<file path="config.mk">
export PLATFORM = sky130hd
export DESIGN_NAME = rds_flywheel_sync
export DESIGN_NICKNAME = d
export VERILOG_FILES = /design/src/rtl/rds_fw_pkg.sv /design/src/rtl/rds_fw_classify.sv /design/src/rtl/rds_fw_counter.sv /design/src/rtl/rds_fw_store.sv /design/src/rtl/rds_flywheel_sync.sv
export SDC_FILE = /design/constraint.sdc
export NUM_CORES = 1
export LEC_CHECK = 0
export BUFFER_PORTS_ARGS = -buffer_cell sky130_fd_sc_hd__buf_2
export CAP_MARGIN = 20
export CORE_MARGIN = 10
export CORE_UTILIZATION = 50
export DETAILED_ROUTE_END_ITERATION = 10
export PLACE_DENSITY_LB_ADDON = 0.1
export SLEW_MARGIN = 30
export SYNTH_ARGS = -nofsm -noshare
export SYNTH_HDL_FRONTEND = slang
export SYNTH_SLANG_ARGS = --single-unit
</file>
<file path="constraint.sdc">
create_clock -name clk -period 3.51 [get_ports clk]
set_input_delay 0 -clock clk [delete_from_list [all_inputs] [get_ports clk]]
set_output_delay 0 -clock clk [all_outputs]
set_load 0.01 [all_outputs]
</file>
<file path="src/rtl/rds_fw_pkg.sv">
package rds_fw_pkg;

  localparam int SLOT_W = 2;
  localparam int TYPE_W = 3;

  typedef enum logic [TYPE_W-1:0] {
    BLK_A  = 3'd0,
    BLK_B  = 3'd1,
    BLK_C  = 3'd2,
    BLK_CP = 3'd3,
    BLK_D  = 3'd4,
    BLK_E  = 3'd5
  } blk_type_e;

  typedef enum logic [2:0] {
    EV_NONE     = 3'd0,
    EV_ACQ_HIT  = 3'd1,
    EV_ACQ_MISS = 3'd2,
    EV_GOOD     = 3'd3,
    EV_BAD      = 3'd4,
    EV_NEUTRAL  = 3'd5
  } fw_event_e;

  // Position of a type inside the four-slot cycle; C and C' share a slot.
  function automatic logic [SLOT_W-1:0] slot_of(input logic [TYPE_W-1:0] t);
    case (t)
      BLK_A:         slot_of = 2'd0;
      BLK_B:         slot_of = 2'd1;
      BLK_C, BLK_CP: slot_of = 2'd2;
      default:       slot_of = 2'd3;
    endcase
  endfunction

endpackage

</file>
<file path="src/rtl/rds_fw_classify.sv">
module rds_fw_classify
  import rds_fw_pkg::*;
(
  input  logic                 blk_valid,
  input  logic                 blk_syn_zero,
  input  logic                 blk_good_corr,
  input  logic [TYPE_W-1:0]    blk_type,
  input  logic [SLOT_W-1:0]    exp_slot,
  input  logic                 acquiring,
  output fw_event_e            ev,
  output logic [SLOT_W-1:0]    slot,
  output logic                 clean
);

  logic is_abcd;
  logic is_e;

  always_comb begin
    clean   = blk_syn_zero && !blk_good_corr;
    is_abcd = (blk_type <= BLK_D);
    is_e    = (blk_type == BLK_E);
    slot    = slot_of(blk_type);
    if (!blk_valid)
      ev = EV_NONE;
    else if (acquiring)
      ev = (clean && is_abcd) ? EV_ACQ_HIT : EV_ACQ_MISS;
    else if (is_e)
      ev = EV_NEUTRAL;
    else if (clean && is_abcd && (slot == exp_slot))
      ev = EV_GOOD;
    else
      ev = EV_BAD;
  end

endmodule

</file>
<file path="src/rtl/rds_fw_counter.sv">
module rds_fw_counter
  import rds_fw_pkg::*;
#(
  parameter int CNT_W  = 6,
  parameter int INC    = 2,
  parameter int DEC    = 1,
  parameter int LOAD   = 2,
  parameter int OK_THR = 2
) (
  input  logic                 clk,
  input  logic                 rst,
  input  logic                 resync,
  input  fw_event_e            ev,
  input  logic [SLOT_W-1:0]    slot,
  input  logic                 clean,
  output logic [CNT_W-1:0]     cnt,
  output logic [SLOT_W-1:0]    exp_slot,
  output logic                 data_ok,
  output logic                 acq_req,
  output logic                 nxt_synced
);

  localparam int               CNT_MAX_I = (1 << CNT_W) - 1;
  localparam logic [CNT_W:0]   MAX_EXT   = (CNT_W+1)'(CNT_MAX_I);
  localparam logic [CNT_W-1:0] CNT_MAX   = CNT_W'(CNT_MAX_I);
  localparam logic [CNT_W-1:0] THR       = CNT_W'(OK_THR);
  localparam logic [CNT_W-1:0] LOAD_V    = CNT_W'(LOAD);
  localparam logic [CNT_W-1:0] DEC_V     = CNT_W'(DEC);

  logic [CNT_W:0]   inc_sum;
  logic [CNT_W-1:0] cnt_inc;
  logic [CNT_W-1:0] cnt_dec;

  always_comb begin
    inc_sum = {1'b0, cnt} + (CNT_W+1)'(INC);
    cnt_inc = (inc_sum > MAX_EXT) ? CNT_MAX : inc_sum[CNT_W-1:0];
    cnt_dec = (cnt > DEC_V) ? (cnt - DEC_V) : '0;
    case (ev)
      EV_ACQ_HIT, EV_GOOD, EV_NEUTRAL: nxt_synced = 1'b1;
      EV_BAD:                          nxt_synced = (cnt_dec != '0);
      default:                         nxt_synced = (cnt != '0);
    endcase
  end

  always_ff @(posedge clk) begin
    if (rst) begin
      cnt      <= '0;
      exp_slot <= '0;
      data_ok  <= 1'b0;
      acq_req  <= 1'b0;
    end else if (resync) begin
      cnt      <= '0;
      exp_slot <= '0;
      data_ok  <= 1'b0;
      acq_req  <= 1'b1;
    end else begin
      acq_req <= 1'b0;
      case (ev)
        EV_ACQ_HIT: begin
          cnt      <= LOAD_V;
          exp_slot <= slot + 1'b1;
          data_ok  <= (LOAD_V > THR);
        end
        EV_GOOD: begin
          cnt      <= cnt_inc;
          exp_slot <= exp_slot + 1'b1;
          data_ok  <= (cnt_inc > THR);
        end
        EV_BAD: begin
          cnt      <= cnt_dec;
          exp_slot <= (cnt_dec == '0) ? '0 : exp_slot + 1'b1;
          data_ok  <= 1'b0;
          acq_req  <= (cnt_dec == '0);
        end
        EV_NEUTRAL: begin
          exp_slot <= exp_slot + 1'b1;
          data_ok  <= clean && (cnt > THR);
        end
        default: ;
      endcase
    end
  end


  e_neutral_chk: assert property (@(posedge clk) disable iff (rst)
    (ev == EV_NEUTRAL && !resync) |=> $stable(cnt));


  sat_hold_chk: assert property (@(posedge clk) disable iff (rst)
    (ev == EV_GOOD && cnt == CNT_MAX && !resync) |=> (cnt == CNT_MAX));


  acq_zero_chk: assert property (@(posedge clk) disable iff (rst)
    acq_req |-> (cnt == '0));


  ok_thr_chk: assert property (@(posedge clk) disable iff (rst)
    data_ok |-> (cnt > THR));


  idle_hold_chk: assert property (@(posedge clk) disable iff (rst)
    (ev == EV_NONE && !resync) |=> ($stable(cnt) && $stable(data_ok)));


  bad_drop_chk: assert property (@(posedge clk) disable iff (rst)
    (ev == EV_BAD && !resync) |=> (cnt < $past(cnt)) && !data_ok);

endmodule

</file>
<file path="src/rtl/rds_fw_store.sv">
module rds_fw_store (
  input  logic clk,
  input  logic rst,
  input  logic resync,
  input  logic blk_valid,
  input  logic sync_only,
  input  logic nxt_synced,
  input  logic host_read,
  output logic store_en,
  output logic bne_irq
);

  logic store_now;

  always_comb
    store_now = blk_valid && !resync && (!sync_only || nxt_synced);

  always_ff @(posedge clk) begin
    if (rst) begin
      store_en <= 1'b0;
      bne_irq  <= 1'b0;
    end else begin
      store_en <= store_now;
      if (store_now)
        bne_irq <= 1'b1;
      else if (host_read)
        bne_irq <= 1'b0;
    end
  end


  bne_clear_chk: assert property (@(posedge clk) disable iff (rst)
    (host_read && !store_now) |=> !bne_irq);


  bne_set_chk: assert property (@(posedge clk) disable iff (rst)
    store_now |=> (bne_irq && store_en));


  store_sync_chk: assert property (@(posedge clk) disable iff (rst)
    (blk_valid && sync_only && !nxt_synced) |=> !store_en);

endmodule

</file>
<file path="src/rtl/rds_flywheel_sync.sv">
module rds_flywheel_sync
  import rds_fw_pkg::*;
#(
  parameter int CNT_W  = 6,
  parameter int INC    = 2,
  parameter int DEC    = 1,
  parameter int LOAD   = 2,
  parameter int OK_THR = 2
) (
  input  logic             clk,
  input  logic             rst,
  input  logic             resync,
  input  logic             blk_valid,
  input  logic             blk_syn_zero,
  input  logic             blk_good_corr,
  input  logic [2:0]       blk_type,
  input  logic             sync_only,
  input  logic             host_read,
  output logic             synced,
  output logic             data_ok,
  output logic             acq_req,
  output logic             store_en,
  output logic             bne_irq,
  output logic [CNT_W-1:0] fly_count
);

  fw_event_e         ev;
  logic [SLOT_W-1:0] slot;
  logic [SLOT_W-1:0] exp_slot;
  logic              clean;
  logic              nxt_synced;

  assign synced = (fly_count != '0);

  rds_fw_classify u_classify (
    .blk_valid     (blk_valid),
    .blk_syn_zero  (blk_syn_zero),
    .blk_good_corr (blk_good_corr),
    .blk_type      (blk_type),
    .exp_slot      (exp_slot),
    .acquiring     (!synced),
    .ev            (ev),
    .slot          (slot),
    .clean         (clean)
  );

  rds_fw_counter #(
    .CNT_W  (CNT_W),
    .INC    (INC),
    .DEC    (DEC),
    .LOAD   (LOAD),
    .OK_THR (OK_THR)
  ) u_counter (
    .clk        (clk),
    .rst        (rst),
    .resync     (resync),
    .ev         (ev),
    .slot       (slot),
    .clean      (clean),
    .cnt        (fly_count),
    .exp_slot   (exp_slot),
    .data_ok    (data_ok),
    .acq_req    (acq_req),
    .nxt_synced (nxt_synced)
  );

  rds_fw_store u_store (
    .clk        (clk),
    .rst        (rst),
    .resync     (resync),
    .blk_valid  (blk_valid),
    .sync_only  (sync_only),
    .nxt_synced (nxt_synced),
    .host_read  (host_read),
    .store_en   (store_en),
    .bne_irq    (bne_irq)
  );


  acq_load_chk: assert property (@(posedge clk) disable iff (rst)
    (!synced && ev == EV_ACQ_HIT && !resync) |=> (fly_count == CNT_W'(LOAD)));

endmodule

</file>
# ---- Word level (Yosys, flattened, before mapping)
# Cells that the tools add are included.
dict set report word_totals {
  register_bits 12
  inputBits 11
  output_inout_bits 11
}
dict set report classes {
  n_addsub 4
  order_cmp 5
  n_eq_ne 9
  n_mux 17
  reduce_logical 23
}
# operator count
set op_table {}
lappend op_table {{$pmux W6 S3} 1}
lappend op_table {{$gt A6 B2 Y1 const B} 2}
lappend op_table {{$mux W3} 4}
lappend op_table {{$mux W6} 2}
lappend op_table {{$pmux W2 S3} 2}
lappend op_table {{$reduce_bool A6 Y1} 2}
lappend op_table {{$eq A3 B2 Y1 const B} 3}
lappend op_table {{$eq A3 B3 Y1 const B} 3}
lappend op_table {{$reduce_bool A3 Y1} 3}
lappend op_table {{$reduce_or A2 Y1} 4}
lappend op_table {{$add A6 B2 Y7 const B} 1}
lappend op_table {{$gt A7 B6 Y1 const B} 1}
lappend op_table {{$eq A3 B1 Y1 const B} 2}
lappend op_table {{$gt A6 B1 Y1 const B} 1}
lappend op_table {{$logic_and A1 B1 Y1} 6}
lappend op_table {{$logic_not A6 Y1} 1}
lappend op_table {{$sub A6 B1 Y6 const B} 1}
lappend op_table {{$add A2 B1 Y2 const B} 2}
lappend op_table {{$mux W1} 4}
lappend op_table {{$mux W2} 2}
lappend op_table {{$le A3 B3 Y1 const B} 1}
lappend op_table {{$logic_not A1 Y1} 3}
lappend op_table {{$logic_not A3 Y1} 1}
lappend op_table {{$pmux W1 S3} 1}
lappend op_table {{5 further kinds} 5}

# ---- Depth between registers and ports, before layout
# Gate-level depths: netlist of the first run.
dict set report logic_depth {
  word_depth 15
  depth_mapped 9
}

# ---- Cells and area by module
# Synthesis of the first run repeated with hierarchy kept, for this count alone.
dict set report hier_totals {
  cells_unflattened 166
  hier_area_um2 1291.2
}
# module n_inst cells_each area_per_inst_um2
set by_module_without_submodules {}
lappend by_module_without_submodules {rds_fw_counter 1 134 1051.0}
lappend by_module_without_submodules {rds_fw_classify 1 20 140.1}
lappend by_module_without_submodules {rds_fw_store 1 7 77.6}
lappend by_module_without_submodules {rds_flywheel_sync 1 5 22.5}

# ---- Worst setup path before layout of the first run
# OpenSTA, ideal clock, no wires.
dict set report synth_path {
  path_kind {register -> register}
  start {register u_counter.cnt[1]}
  end {register u_counter.exp_slot[1]}
  setup_time_ps 115
  arrival_ps 2205
  setup_slack_ps 1190
  stages_incl_launch_ff 10
  path_buffers 0
  period_less_slack_ps 2320
  path_cell_list {dfxtp_1 -> inv_1 -> ha_1 -> inv_1 -> nor2_8 -> inv_4 -> nand2_1 -> or3_1 -> or3_1 -> and3_1}
}
dict set report synth_via {
  elab_chain_cells 6
}
# element line_no
set synth_rtl {}
lappend synth_rtl {{start, declared} rds_fw_counter.sv:16} ;# output logic [CNT_W-1:0] cnt,
lappend synth_rtl {{start signal, assigned} rds_fw_counter.sv:65} ;# cnt <= cnt_inc;
lappend synth_rtl {{start signal, assigned} rds_fw_counter.sv:70} ;# cnt <= cnt_dec;
lappend synth_rtl {{$reduce_bool A6 Y1 *} rds_flywheel_sync.sv:33} ;# assign synced = (fly_count != '0);
lappend synth_rtl {{named net synced} rds_flywheel_sync.sv:19} ;# output logic synced,
lappend synth_rtl {{$mux W3 *} rds_fw_classify.sv:25} ;# else if (acquiring)
lappend synth_rtl {{$mux W3 *} rds_fw_classify.sv:23} ;# if (!blk_valid)
lappend synth_rtl {{$eq A3 B2 Y1 or $eq A3 B3 Y1 (tied branches)} rds_fw_counter.sv:58} ;# case (ev)
lappend synth_rtl {{$reduce_or A2 Y1 (no source line)} -}
lappend synth_rtl {{$pmux W2 S3 or $reduce_bool A3 Y1 (tied branches)} -}
lappend synth_rtl {{end signal, assigned} rds_fw_counter.sv:61} ;# exp_slot <= slot + 1'b1;
lappend synth_rtl {{end signal, assigned} rds_fw_counter.sv:66} ;# exp_slot <= exp_slot + 1'b1;
lappend synth_rtl {{end signal, assigned} rds_fw_counter.sv:71} ;# exp_slot <= (cnt_dec == '0) ? '0 : exp_slot + 1'b1;
lappend synth_rtl {{end, declared} rds_fw_counter.sv:17} ;# output logic [SLOT_W-1:0] exp_slot,
# The timed path passes the listed nets; every way through them passes the cells marked *.
# A chain may end at the register's enable or synchronous reset.

# ---- Worst setup path in the final report of the first run
dict set report layout_path {
  start {register u_counter.cnt[1]}
  end {register u_counter.acq_req}
}
dict set report layout_via {
  elab_chain_cells 6
}
# element line_no
set layout_rtl {}
lappend layout_rtl {{parallel branches: the longest is 4 deep, another holds $sub A6 B1 Y6} -}
lappend layout_rtl {{$mux W1 *} rds_fw_counter.sv:58}
lappend layout_rtl {{$mux W1 *} rds_fw_counter.sv:51} ;# end else if (resync) begin
lappend layout_rtl {{end signal, assigned} rds_fw_counter.sv:73} ;# acq_req <= (cnt_dec == '0);
lappend layout_rtl {{end, declared} rds_fw_counter.sv:19} ;# output logic acq_req,
# Every way passes the cells marked *.

==> run_results.csv, run 1 <==
group,metric,value,unit
outcome,status,"complete, no violations",
drt,drt-total-wl,2.97,mm
power,total_power,0.357,mW
final_layout,fillerInstances,187,
sta,period_share,0.849,
final_layout,drive_gt1_frac,0.209,
grt,grt_max_degree,13,
power,ir_worst_vdd,202,µV
power,p_leak,0.528,nW
synth,async_reset_ff_frac,0,
synth,ys_ff_latch,12,
worst_setup_path,path_class,"flop to flop",
sta,setup_viol,0,
final_layout,seqCellArea,240,µm²
synth,mappedNetlistNets,157,
clock_tree,clockRootBuffer,"clkbuf_4",
synth,synth_edf_count,0,
floorplanning,dieWidth,66.5,µm
sta,maxSlewHeadroom,0.556,
sta,fmax,336,MHz
synth,yosysWarnings,0,
final_layout,final_common_cell,"buf_2",
final_layout,areaGrowthSynthToFinish,17.0,%
placed_design,port_buffers,21,
final_layout,multi_input_area,772,µm²
sta,clock_skew,0.0123,ns
clock_tree,cts.clk_slew.worst_paths,0.09,ns
worst_setup_path,path_max_fanout,8,
synth,synthesis.area,1080,µm²
worst_setup_path,rr_worst_depth,10,
placed_design,gp_congestion,0.898,
drt,drcViolationCount,0,
clock_tree,tritoncts,"yes",
clock_tree,clock_path_buffers,2,
drt,avgViaCountPerCell,6.16,
clock_tree,htree_levels,1,
final_layout,nets,183,
synth,synth_area_per_cell,7.83,µm²
floorplanning,num_rows,16,
sta,drv_slew,0,
clock_tree,cts_sinks,12,
power,p_per_area,282,nW/µm²
final_layout,layout_common_cells,"21 x buf_2, 15 x nand2_1, 12 x dfxtp_1",
grt,grt_pass1_wl,4.83,mm
worst_setup_path,end_kind,"flop",
grt,grt_util_all_layers,0.135,
worst_setup_path,crit_path_end,"u_counter.acq_req$_SDFF_PP0_",
floorplanning,start_util,0.540,
final_layout,diodes,0,
worst_setup_path,rr_endpoint,"u_counter.acq_req$_SDFF_PP0_",
drt,dr.first_iter.drc_count,73,
clock_tree,insertion_delay,0.29,ns
worst_setup_path,crit_arrival,3.21,ns
worst_setup_path,reg2reg_from,"u_counter.cnt[1]$_SDFFE_PP0P_",
synth,synth_top_area_cell,"dfxtp_1",
clock_tree,cts_buffers,3,
synth,synth_cell_type_count,44,
synth,synth_top_area_share,0.222,
placed_design,place.detailed.hpwl,2.24,mm
drt,drt-wirelength-per-cell,15.6,µm
drt,routed-via-count,1171,
grt,antenna_found_initial,0,
sta,rsz0062_at_grt,"no",
worst_setup_path,startpoint,"u_counter.cnt[1]$_SDFFE_PP0P_",
synth,synth_flop_cell,"dfxtp_1",
worst_setup_path,critPathLaunchType,"flop",
floorplanning,io_pins,22,
worst_setup_path,cp_data_required_time,3.74,ns
floorplanning,coreArea,2000,µm²
floorplanning,fp.dieArea,4420,µm²
sta,tightest_slew,0.665,ns
floorplanning,die_h,66.5,µm
min_path,min_path_type,"input pin to flop",
worst_setup_path,rrSetupSlack,0.53,ns
min_path,hold_start,"host_read",
drt,ant_nets,0,
drt,drtPass1Iterations,5,
synth,seq_area_frac_synth,0.222,
flow_run,drv_cap,0,
sta,final_hold_viol_count,0,
sta,tns,0,ns
grt,gr-total-overflow,0,
synth,syn_inst,138,
grt,grt_pass1_vias,1072,
synth,yosys-top-cells-area,"dfxtp_1 22%, ha_1 9.3%, nand2_1 5.2%, a21oi_1 4.6%, inv_1 3.8%",
sta,fin_crit,2.98,ns
[power by group]
part / switching [mW] / internal (mW)
Combinational: 0.0560 / 0.0384
Clock: 0.0530 / 0.0632
Sequential: 0.00574 / 0.141
Total: 0.115 / 0.243
[cell families (layout without fill, tap and decap cells)]
| kind of cell | count (synthesis) | count (layout) | share of synthesized area |
|---|---|---|---|
| fa+ha+maj | 8 | 8 | 0.0926 |
| simple gates | 51 | 51 | 0.257 |
| xor+xnor | 2 | 2 | 0.0162 |
| flops | 12 | 12 | 0.222 |
| buf+inv | 15 | 40 | 0.0637 |
| mux | 1 | 1 | 0.00926 |
| compound gates | 49 | 49 | 0.339 |
[layer usage]
layer  global-route usage  part of all wire
met1                0.151              0.43
met3               0.0485             0.083
met2                0.225              0.46
met5                    0                 0
met4               0.0602             0.027
[what timing repair did]
action	4_1_cts	5_1_grt
resized for setup	0	0
hold endpoints to repair	2	0
hold buffers	3	0
setup buffers	0	0
[cell type report]
class / count / share of cell area
clock buffers: 4 / 0.0287
inverters: 12 / 0.0376
multi-input cells: 111 / 0.610
flip-flops and latches: 12 / 0.190
well taps: 27 / 0.0267
repair buffers: 24 / 0.107
[cell usage after synthesis (2+ instances only)]
library cell	n
a31oi_1	5
xnor2_1	2
and3_1	2
o21ai_4	2
o211ai_1	3
a2bb2oi_1	2
nor3b_1	2
nor3_1	4
inv_1	11
a21oi_1	10
nor2_1	8
o21ai_0	7
nand3_1	3
dfxtp_1	12
o21bai_1	3
o21ai_1	2
nor4_1	2
nand2_1	15
nor2b_1	4
nand4_1	2
buf_2	2
ha_1	8
o31ai_1	2
or3_1	4
o21a_1	2
[how the worst min path moves through the flow]
stage	endpoint	slack, ns	cells after the start
6_report	u_store.bne_irq$_SDFFE_PP0P_	0.03	3
5_1_grt	u_store.bne_irq$_SDFFE_PP0P_	0.05	3
4_1_cts	u_store.bne_irq$_SDFFE_PP0P_	0.03	3
3_5_place_dp	u_counter.acq_req$_SDFF_PP0_	0.21	2
3_3_place_gp	u_counter.acq_req$_SDFF_PP0_	0.20	2
2_1_floorplan	u_counter.acq_req$_SDFF_PP0_	0.07	1
[state kept, by name, summed over array words and instances (netlist names)]
signal,count
u_counter.data_ok,1
u_counter.cnt,6
u_store.store_en,1
u_counter.acq_req,1
u_store.bne_irq,1
u_counter.exp_slot,2
[metrics by stage]
stage | hold slack (ns) | utilization | setup WS (ns) | instance area [µm²] | std cells
floorplan | 0.0691 | - | 1.19 | 1080 | 138
global placement | 0.203 | 0.599 | 1.15 | 1200 | 183
detailed placement | 0.205 | 0.599 | 1.07 | 1200 | 183
CTS | 0.0257 | 0.632 | 0.571 | 1260 | 190
global route | 0.0465 | 0.632 | 0.384 | 1260 | 190
finish | 0.0284 | 0.632 | 0.530 | 1260 | 190
[critical path, stage by stage, from the launching register on]
cell and delay (ns):
dfxtp_1 0.48, inv_1 0.21, ha_1 0.28, inv_1 0.23
nor2_8 0.08, inv_4 0.07, nand2_1 0.15, or3_1 0.33
or3_1 0.38, a21oi_1 0.15, dlygate4sd3_1 0.55
(Power assumes the default switching activity.)
==> run 2: changes to the inputs <==
clock period = 2.8 ns   (was 3.51 ns; I/O delays follow)
==> run_results.csv, run 2 (same netlist as run 1, synthesis figures left out) <==
group,metric,value,unit
outcome,status,"complete, no violations",
drt,ant_nets,0,
sta,fmax,404,MHz
worst_setup_path,crit_arrival,2.67,ns
worst_setup_path,rrSetupSlack,0.33,ns
drt,drt-total-wl,3.07,mm
final_layout,fillerInstances,171,
sta,maxSlewHeadroom,0.636,
sta,timing.final.ws_setup,0.326,ns
placed_design,place.detailed.hpwl,2.37,mm
final_layout,diodes,0,
power,total_power,0.455,mW
clock_tree,insertion_delay,0.29,ns
worst_setup_path,path_class,"flop to flop",
final_layout,largest_reg_flops,6,
clock_tree,cts_sinks,12,
power,p_leak,0.537,nW
drt,drtPass1Iterations,4,
final_layout,reg_top3,"u_counter.cnt (6), u_counter.exp_slot (2)",
floorplanning,fp.dieArea,4420,µm²
grt,grt_max_degree,13,
clock_tree,post-cts-setup-buffers,0,
final_layout,final_area,1280,µm²
sta,setup_viol,0,
placed_design,dpl_worst_slack,0.350,ns
floorplanning,io_pins,22,
min_path,whs_endpoint,"u_store.bne_irq$_SDFFE_PP0P_",
worst_setup_path,rr_worst_depth,9,
grt,grt_util_all_layers,0.145,
final_layout,nets,185,
clock_tree,cts.clk_slew.worst_paths,0.09,ns
placed_design,dp.cells,185,
clock_tree,htree_levels,1,
sta,tightest_slew,0.546,ns
drt,dr.first_iter.drc_count,91,
final_layout,fin_util,0.639,
worst_setup_path,cp_slowest_stage_delay,0.49,ns
worst_setup_path,reg2reg_from,"u_counter.cnt[1]$_SDFFE_PP0P_",
placed_design,placement.cell_area,1210,µm²
floorplanning,die_h,66.5,µm
worst_setup_path,path_max_fanout,8,
flow_run,drv_cap,0,
drt,routed-via-count,1154,
placed_design,port_buffers,21,
floorplanning,dieWidth,66.5,µm
sta,fin_crit,2.47,ns
clock_tree,clock_path_buffers,2,
sta,drv_slew,0,
sta,hold_slack,0.0232,ns
grt,antenna_found_initial,0,
grt,grt_pass1_wl,5.18,mm
drt,drcViolationCount,0,
sta,period_share,0.884,
sta,tns,0,ns
worst_setup_path,crit_family,"simple AND/OR/NAND/NOR gates",
min_path,hold_start,"host_read",
grt,grt_pass1_vias,1126,
worst_setup_path,end_kind,"flop",
drt,avgViaCountPerCell,6.01,
clock_tree,tritoncts,"yes",
min_path,min_path_type,"input pin to flop",
clock_tree,clockRootBuffer,"clkbuf_4",
worst_setup_path,crit_path_top_delay_cell,"dfxtp_1",
floorplanning,start_util,0.540,
grt,gr-total-overflow,0,
worst_setup_path,rr_endpoint,"u_counter.exp_slot[1]$_SDFFE_PP0P_",
sta,clock_skew,0.00817,ns
floorplanning,coreArea,2000,µm²
worst_setup_path,critPathBufInv,3,
placed_design,gp_congestion,0.865,
drt,drt-wirelength-per-cell,16.0,µm
min_path,whs_path_depth,3,
final_layout,regMostFlops,"u_counter.cnt",
power,p_per_area,356,nW/µm²
sta,final_hold_viol_count,0,
final_layout,drive_gt1_frac,0.218,
floorplanning,num_rows,16,
worst_setup_path,critPathLaunchType,"flop",
worst_setup_path,cp_data_required_time,3.00,ns
power,ir_worst_vdd,175,µV
clock_tree,cts_buffers,3,
final_layout,final_common_cell,"buf_2",
final_layout,layout_common_cells,"21 x buf_2, 15 x nand2_1, 12 x dfxtp_1",
final_layout,final_cells,192,
final_layout,areaGrowthSynthToFinish,18.4,%
sta,rsz0062_at_grt,"no",
worst_setup_path,critical_path.cell_chain,"inv_1 -> ha_1 -> inv_1 -> nor2_8 -> inv_4 -> nand2_1 -> or3_1 -> or3_1 -> and3_1",
[run 2: cell types whose count changed in the layout (fill, tap and decap cells not counted), sizes merged]
| cell | change |
|---|---|
| buf | +2 |
[run 2: area by class of cell]
cell class | instances | area (µm²) | share of cell area
well taps | 27 | 33.8 | 0.0264
multi-input cells | 111 | 772 | 0.603
inverters | 12 | 47.5 | 0.0371
repair buffers | 26 | 150 | 0.117
flip-flops and latches | 12 | 240 | 0.188
clock buffers | 4 | 36.3 | 0.0283
[run 2: how the worst max path moves through the flow]
| stage | from | end | slack (ns) | cells after the start |
|---|---|---|---|---|
| after floorplan | u_counter.cnt[1]$_SDFFE_PP0P_ | u_counter.exp_slot[1]$_SDFFE_PP0P_ | 0.48 | 9 |
| after global placement | u_counter.cnt[1]$_SDFFE_PP0P_ | u_counter.exp_slot[1]$_SDFFE_PP0P_ | 0.48 | 9 |
| after detailed placement | u_counter.cnt[1]$_SDFFE_PP0P_ | u_counter.exp_slot[1]$_SDFFE_PP0P_ | 0.35 | 9 |
| after CTS | u_counter.cnt[1]$_SDFFE_PP0P_ | u_counter.exp_slot[1]$_SDFFE_PP0P_ | 0.35 | 9 |
| after global routing | u_counter.cnt[1]$_SDFFE_PP0P_ | u_counter.exp_slot[1]$_SDFFE_PP0P_ | 0.19 | 9 |
| final | u_counter.cnt[1]$_SDFFE_PP0P_ | u_counter.exp_slot[1]$_SDFFE_PP0P_ | 0.33 | 9 |
[run 2: where the power goes]
group | switching [mW] | leakage, nW | internal [mW]
clock | 0.0706 | 0.0210 | 0.0792
combinational | 0.0725 | 0.419 | 0.0493
sequential | 0.00703 | 0.0974 | 0.177
total | 0.150 | 0.537 | 0.305
[run 2: what timing repair did]
action,in CTS,in global routing
gates resized for setup,0,0
hold endpoints to repair,2,0
hold buffers,3,0
[run 2: worst register-to-register path, stage by stage (launching register included)]
cell and delay, ns:
dfxtp_1 0.49, inv_1 0.21, ha_1 0.28, inv_1 0.23, nor2_8 0.08, inv_4 0.07
nand2_1 0.14, or3_1 0.32, or3_1 0.38, and3_1 0.17
[run 2: metal layers]
metal,GRT usage,up-vias,wire length (µm)
met2,0.231,48,1470
met1,0.174,523,1300
met5,0,-,0
met4,0.0576,0,77
met3,0.0502,12,234
li1,-,571,-
